<file path="config.mk">
export PLATFORM = sky130hd
export DESIGN_NAME = refsw_ctrl
export DESIGN_NICKNAME = d
export VERILOG_FILES = /design/src/rtl/refsw_pkg.sv /design/src/rtl/refsw_edge.sv /design/src/rtl/refsw_fsm.sv /design/src/rtl/refsw_out.sv /design/src/rtl/refsw_ctrl.sv
export SDC_FILE = /design/constraint.sdc
export NUM_CORES = 1
export LEC_CHECK = 0
export ABC_CLOCK_PERIOD_IN_PS = 1900
export CAP_MARGIN = 20
export CORE_MARGIN = 2
export CORE_UTILIZATION = 25
export CTS_BUF_LIST = sky130_fd_sc_hd__clkbuf_16
export DETAILED_ROUTE_END_ITERATION = 12
export GPL_TIMING_DRIVEN = 0
export PLACE_DENSITY = 0.56
export SYNTH_ARGS = -nofsm -noshare
export SYNTH_HDL_FRONTEND = slang
export SYNTH_SLANG_ARGS = --single-unit
</file>
<file path="constraint.sdc">
create_clock -name clk -period 1.9 [get_ports clk]
set_clock_uncertainty 0.2 [all_clocks]
set_input_delay 0.38 -clock clk [delete_from_list [all_inputs] [get_ports clk]]
set_output_delay 0.38 -clock clk [all_outputs]
set_load 0.05 [all_outputs]
</file>
<file path="src/rtl/refsw_pkg.sv">
package refsw_pkg;
    localparam int NUM_REF = 2;
    localparam int SEL_W   = $clog2(NUM_REF);

    typedef enum logic [1:0] {
        ST_MANUAL   = 2'd0,
        ST_ARMED    = 2'd1,
        ST_SWITCHED = 2'd2
    } refsw_state_e;
endpackage

</file>
<file path="src/rtl/refsw_edge.sv">
module refsw_edge #(
    parameter int WIDTH = 2
) (
    input  logic             clk,
    input  logic             rst_n,
    input  logic [WIDTH-1:0] lvl,
    output logic [WIDTH-1:0] rise
);
    logic [WIDTH-1:0] lvl_q;

    for (genvar gi = 0; gi < WIDTH; gi++) begin : g_bit
        always_ff @(posedge clk or negedge rst_n) begin
            if (!rst_n) lvl_q[gi] <= 1'b0;
            else        lvl_q[gi] <= lvl[gi];
        end
        assign rise[gi] = lvl[gi] & ~lvl_q[gi];
    end
endmodule

</file>
<file path="src/rtl/refsw_fsm.sv">
module refsw_fsm
    import refsw_pkg::*;
#(
    parameter int N = NUM_REF
) (
    input  logic         clk,
    input  logic         rst_n,
    input  logic         auto_mode,
    input  logic         man_sel,
    input  logic [N-1:0] rise,
    output refsw_state_e state,
    output logic         sel,
    output logic         sel_next
);
    refsw_state_e state_next;
    logic         work_rise;

    assign work_rise = rise[sel];

    always_ff @(posedge clk or negedge rst_n) begin
        if (!rst_n) begin
            state <= ST_MANUAL;
            sel   <= 1'b0;
        end else begin
            state <= state_next;
            sel   <= sel_next;
        end
    end

    always_comb begin
        state_next = state;
        sel_next   = sel;
        unique case (state)
            ST_MANUAL: begin
                sel_next = man_sel;
                if (auto_mode) state_next = ST_ARMED;
            end
            ST_ARMED: begin
                if (!auto_mode) begin
                    state_next = ST_MANUAL;
                    sel_next   = man_sel;
                end else if (work_rise) begin
                    state_next = ST_SWITCHED;
                    sel_next   = ~sel;
                end
            end
            ST_SWITCHED: begin
                if (!auto_mode) begin
                    state_next = ST_MANUAL;
                    sel_next   = man_sel;
                end
            end
            default: begin
                state_next = ST_MANUAL;
                sel_next   = 1'b0;
            end
        endcase
    end
endmodule

</file>
<file path="src/rtl/refsw_out.sv">
module refsw_out (
    input  logic clk,
    input  logic rst_n,
    input  logic sel,
    input  logic sel_next,
    output logic ack,
    output logic evt
);
    always_ff @(posedge clk or negedge rst_n) begin
        if (!rst_n) begin
            ack <= 1'b0;
            evt <= 1'b0;
        end else begin
            ack <= sel_next;
            evt <= sel_next ^ sel;
        end
    end
endmodule

</file>
<file path="src/rtl/refsw_ctrl.sv">
module refsw_ctrl
    import refsw_pkg::*;
(
    input  logic               clk,
    input  logic               rst_n,
    input  logic               auto_mode,
    input  logic               man_sel,
    input  logic [NUM_REF-1:0] fault,
    output logic               mux_sel,
    output logic               ref_ack,
    output logic               resel_evt
);
    logic [NUM_REF-1:0] fault_rise;
    refsw_state_e       st;
    logic               sel_d;

    refsw_edge #(.WIDTH(NUM_REF)) u_edge (
        .clk  (clk),
        .rst_n(rst_n),
        .lvl  (fault),
        .rise (fault_rise)
    );

    refsw_fsm #(.N(NUM_REF)) u_fsm (
        .clk      (clk),
        .rst_n    (rst_n),
        .auto_mode(auto_mode),
        .man_sel  (man_sel),
        .rise     (fault_rise),
        .state    (st),
        .sel      (mux_sel),
        .sel_next (sel_d)
    );

    refsw_out u_out (
        .clk     (clk),
        .rst_n   (rst_n),
        .sel     (mux_sel),
        .sel_next(sel_d),
        .ack     (ref_ack),
        .evt     (resel_evt)
    );
endmodule

</file>
After elaboration in Yosys (flattened, before gate mapping)
Index checks and enable logic that the tools add are counted.
{ "op_classes": {"n_lt_le_gt_ge": 1, "eq_ne": 5, "muxes": 11, "bitwise_logic": 6, "n_reduce_logical": 2} }
{ "ops": {"columns": ["op", "count"], "rows": [
  ["2-bit 2-to-1 mux", 4],
  ["2-bit case mux with 3 select lines", 1],
  ["1-bit 2-to-1 mux", 5],
  ["2-bit inequality test (second input constant)", 2],
  ["3-bit by 2-bit inequality test with 1-bit output (second input constant)", 1],
  ["1-bit inverter", 3],
  ["1-bit case mux with 3 select lines", 1],
  ["3-bit AND reduction", 1],
  ["1-bit bitwise AND", 2],
  ["2-bit by 1-bit == test with 1-bit output (second input constant)", 1],
  ["2-bit == test (second input constant)", 1],
  ["2-bit logical NOT", 1],
  ["1-bit by 2-bit < comparator with 1-bit output (second input constant)", 1],
  ["1-bit XOR", 1]
]} }
{ "totals": {"reg_bits": 6, "in_bits": 6, "output_inout_bits": 3, "word_cells": 30} }

Depth between registers and ports, before layout
{ "logic_depth": {"depth_word": 8, "ltp_mapped": 4, "ltp_nobuf": 3} }

Cells and area by module
Synthesis repeated with hierarchy kept, for this count alone.
{ "hier_totals": {"cells_unflattened": 25, "hier_area_um2": 310.3} }
{ "modules_own_cells": {"columns": ["module", "n_inst", "cells_each", "area_per_inst_um2", "seq_area_each_um2"], "rows": [
  ["refsw_fsm", 1, 18, 173.9, 75.1],
  ["refsw_edge", 1, 4, 77.6, 50.0],
  ["refsw_out", 1, 3, 58.8, 50.0]
]} }

Worst setup path before layout
OpenSTA, ideal clock, no wires.
{ "synth_path": {"kind": "register to output", "start": "reg, netlist name u_fsm.sel", "end": "out ref_ack", "t_arrival_ns": 0.997, "required_ns": 1.320, "path_slack_ns": 0.323, "path_stages_with_launch": 2, "path_buffers": 1, "cell_sequence": "dfrtp_1 -> buf_4"} }
{ "synth_lines": {"columns": ["element", "line_no", "source"], "rows": [
  ["end, declared", "refsw_ctrl.sv:10", "output logic ref_ack,"]
]} }

Worst setup path after layout
{ "layout_path": {"start": "reg u_fsm.sel", "end": "out mux_sel"} }
{ "layout_lines": {"columns": ["element", "line_no", "source"], "rows": [
  ["start, declared", "refsw_fsm.sv:12", "output logic sel,"],
  ["start signal, assigned", "refsw_fsm.sv:26", "sel <= sel_next;"],
  ["end, declared", "refsw_ctrl.sv:9", "output logic mux_sel,"]
]} }
No word-level cell between the ends.

==> summary.txt <==
Outcome
  – Status: completed

Timing
  – Fmax: 544 MHz
  – Worst Max-Slew Pin Slew: 0.486 ns
  – RSZ-0062 raised after global routing: false
  – Final Hold Vio Count: 0
  – Final setup margin: 0.0619 ns
  – Setup TNS Final: 0 ns
  – Min Tclk post-route: 1.84 ns
  – Final Max Slew Viols: 0
  – Final period util: 96.7%
  – Worst slew margin: 67.7%
  – Final number of setup-violating endpoints: 0

Critical path
  – WS Path Type: reg -> out
  – CP bufs+invs: 1
  – CP arrival: 1.26 ns
  – Critical path's top delay family: buffers and inverters
  – Slowest CP cell: dlygate4sd2_1
  – Worst EP required: 1.32 ns
  – Worst setup EP type: primary output
  – Max FO, Critical Path: 8
  – CP max stage delay: 0.57 ns
  – Startpoint Class: register
  – Critical path cell sequence: dlygate4sd2_1

Floorplanning
  – Chip Width: 40.3 um
  – DIE HEIGHT: 40.3 um
  – Die area: 1620 um2
  – Boundary Pins: 9
  – Num rows: 13
  – Starting Density: 25.9%
  – Core area: 1270 um2

Job
  – Max-Cap Viols: 0

CTS
  – H-tree depth: 1
  – Number of hold buffers added after CTS: 0
  – Worst skew pair latency: 0.23 ns
  – TritonCTS buffer count: 3
  – Clock tree buffer depth: 2
  – CTS tree: done
  – CTS Root Cell: clkbuf_16
  – CTS clk-pin slew, worst paths: 0.03 ns
  – Clock Sinks: 6

Logic synthesis
  – Seq/Total Area, Yosys: 45.6%
  – Register bit total from synthesis: 6
  – Mapped Cells: 32
  – Mean post-synth cell area: 10.3 um2
  – Synth area leader: dfrtp_1
  – Ys Warns: 0
  – Syn_nets: 38
  – Synthesized cell area: 329 um2
  – Area contributors post-synth: dfrtp_1, and3b_1, o21ai_0
  – Yosys cell types: 18
  – Area share of the largest cell type after synthesis: 45.6%

Cells and area
  – Most frequent cells in the layout: dfrtp_1, clkdlybuf4s50_1, o21ai_0, and3b_1, clkbuf_16
  – Syn-to-layout area delta: 51.3%
  – Fillers: 131
  – Design area: 498 um2
  – ANT cells: 0
  – Most common cell after layout, fill and taps aside: dfrtp_1
  – Layout net count: 51
  – Layout cell share with drive strength beyond 1: 18.6%

GRT
  – Largest net degree at the start of global routing: 11
  – First-pass GRT wire length: 1.16 mm
  – GRT Total Usage: 12.0%
  – Gr ovfl total: 0
  – Initial antenna violation count: 0
  – Number of global-route vias before repair: 279

Power and ir drop
  – Clock share of power: 57.2%
  – Pleak: 0.214 nW
  – Flop pwr share: 25.8%
  – Maximum vdd drop: 0.451 mV
  – Total power: 0.593 mW
  – Comb pwr share: 17.0%
  – Internal Power: 0.452 mW
  – Power per cell area: 1190 nW/um2
  – Sw Ratio: 23.9%
  – Sw power: 0.142 mW

Routing
  – 1st-iter DRT viols: 4
  – Post-route ant nets: 0
  – Final wirelength: 742 um
  – Vias: 289
  – Vias per inst: 4.98
  – TritonRoute pass-1 iters: 4
  – Drt drc: 0
  – Wirelength per Cell: 12.8 um

Place
  – PortBufs: 8
  – Placed inst area: 428 um2
  – Final Wtd Congestion: 0.805
  – Detailed Place HPWL: 518 um
  – Pre-CTS setup slack: -0.0751 ns

Min path
  – Worst hold path class: in -> async
-- what timing repair did --
item,4_1_cts,5_1_grt
setup buffers,0,0
endpoints found under the setup margin,3,0
gates resized for setup,4,0
endpoints found under the hold margin,0,0
-- power by group through the flow --
stage               clock network (mW)  registers [mW]  logic, mW
floorplan                            0           0.174     0.0459
detailed placement                   0           0.155      0.106
finish                           0.339           0.153      0.101
global route                     0.350           0.155      0.109
CTS                              0.342           0.153      0.102
global placement                     0           0.154      0.105
-- cell usage after synthesis --
cell type,n
nand2_1,1
buf_6,1
nand3_1,2
buf_4,1
dfrtp_1,6
o21ai_1,2
o21ai_2,1
nor3b_2,1
o211ai_1,2
nor3b_1,1
nor2_1,1
a21boi_1,2
nand2b_1,2
o21a_1,1
a21oi_1,1
and2b_1,1
o21ai_0,3
and3b_1,3
-- per-stage QoR --
stage | hold WS (ns) | instances | utilization (%)
floorplan | -0.116 | 32 | -
global placement | 0.417 | 55 | 33.7
detailed placement | 0.408 | 55 | 33.7
CTS | 0.216 | 58 | 39.3
global route | 0.224 | 58 | 39.3
finish | 0.205 | 58 | 39.3
-- registers in the layout, indices dropped and copies added, names as in the netlist --
| name | flops |
|---|---|
| u_edge.lvl_q | 2 |
| u_fsm.state | 2 |
| u_fsm.sel | 1 |
| u_out.evt | 1 |
-- cell type report --
class | count | area, um2 | area share (%)
Sequential cell | 6 | 150 | 30.2
Clock buffer | 3 | 75.1 | 15.1
Multi-Input combinational cell | 24 | 160 | 32.2
Buffer | 2 | 18.8 | 3.77
Tap cell | 15 | 18.8 | 3.77
Timing Repair Buffer | 8 | 75.1 | 15.1
-- final timing paths --
path | to | depth (start not counted) | slack (ns) | from
worst max-delay path | mux_sel | 1 | 0.06 | u_fsm.sel
worst min-delay path | u_fsm.state[1] | 1 | 0.21 | rst_n
worst max register to register | u_fsm.state[0] | 3 | 0.58 | u_fsm.sel
worst min register to register | u_out.evt | 3 | 0.41 | u_edge.lvl_q[0]
max in group asynchronous | u_fsm.state[0] | 1 | 1.07 | rst_n
min in group clk | u_out.evt | 3 | 0.41 | u_edge.lvl_q[0]
-- routing by layer --
| layer | global-route usage [%] | wire, um |
|---|---|---|
| met5 | 0 | 0 |
| met4 | 12.5 | 2 |
| met3 | 3.33 | 50 |
| met2 | 15.7 | 356 |
| met1 | 14.9 | 333 |
-- logic make-up after synthesis --
logic type / share of synthesized area [%]
simple gates: 25.5
buf+inv: 5.70
compound gates: 23.2
flops: 45.6
Power figures use the tool's default switching activity.
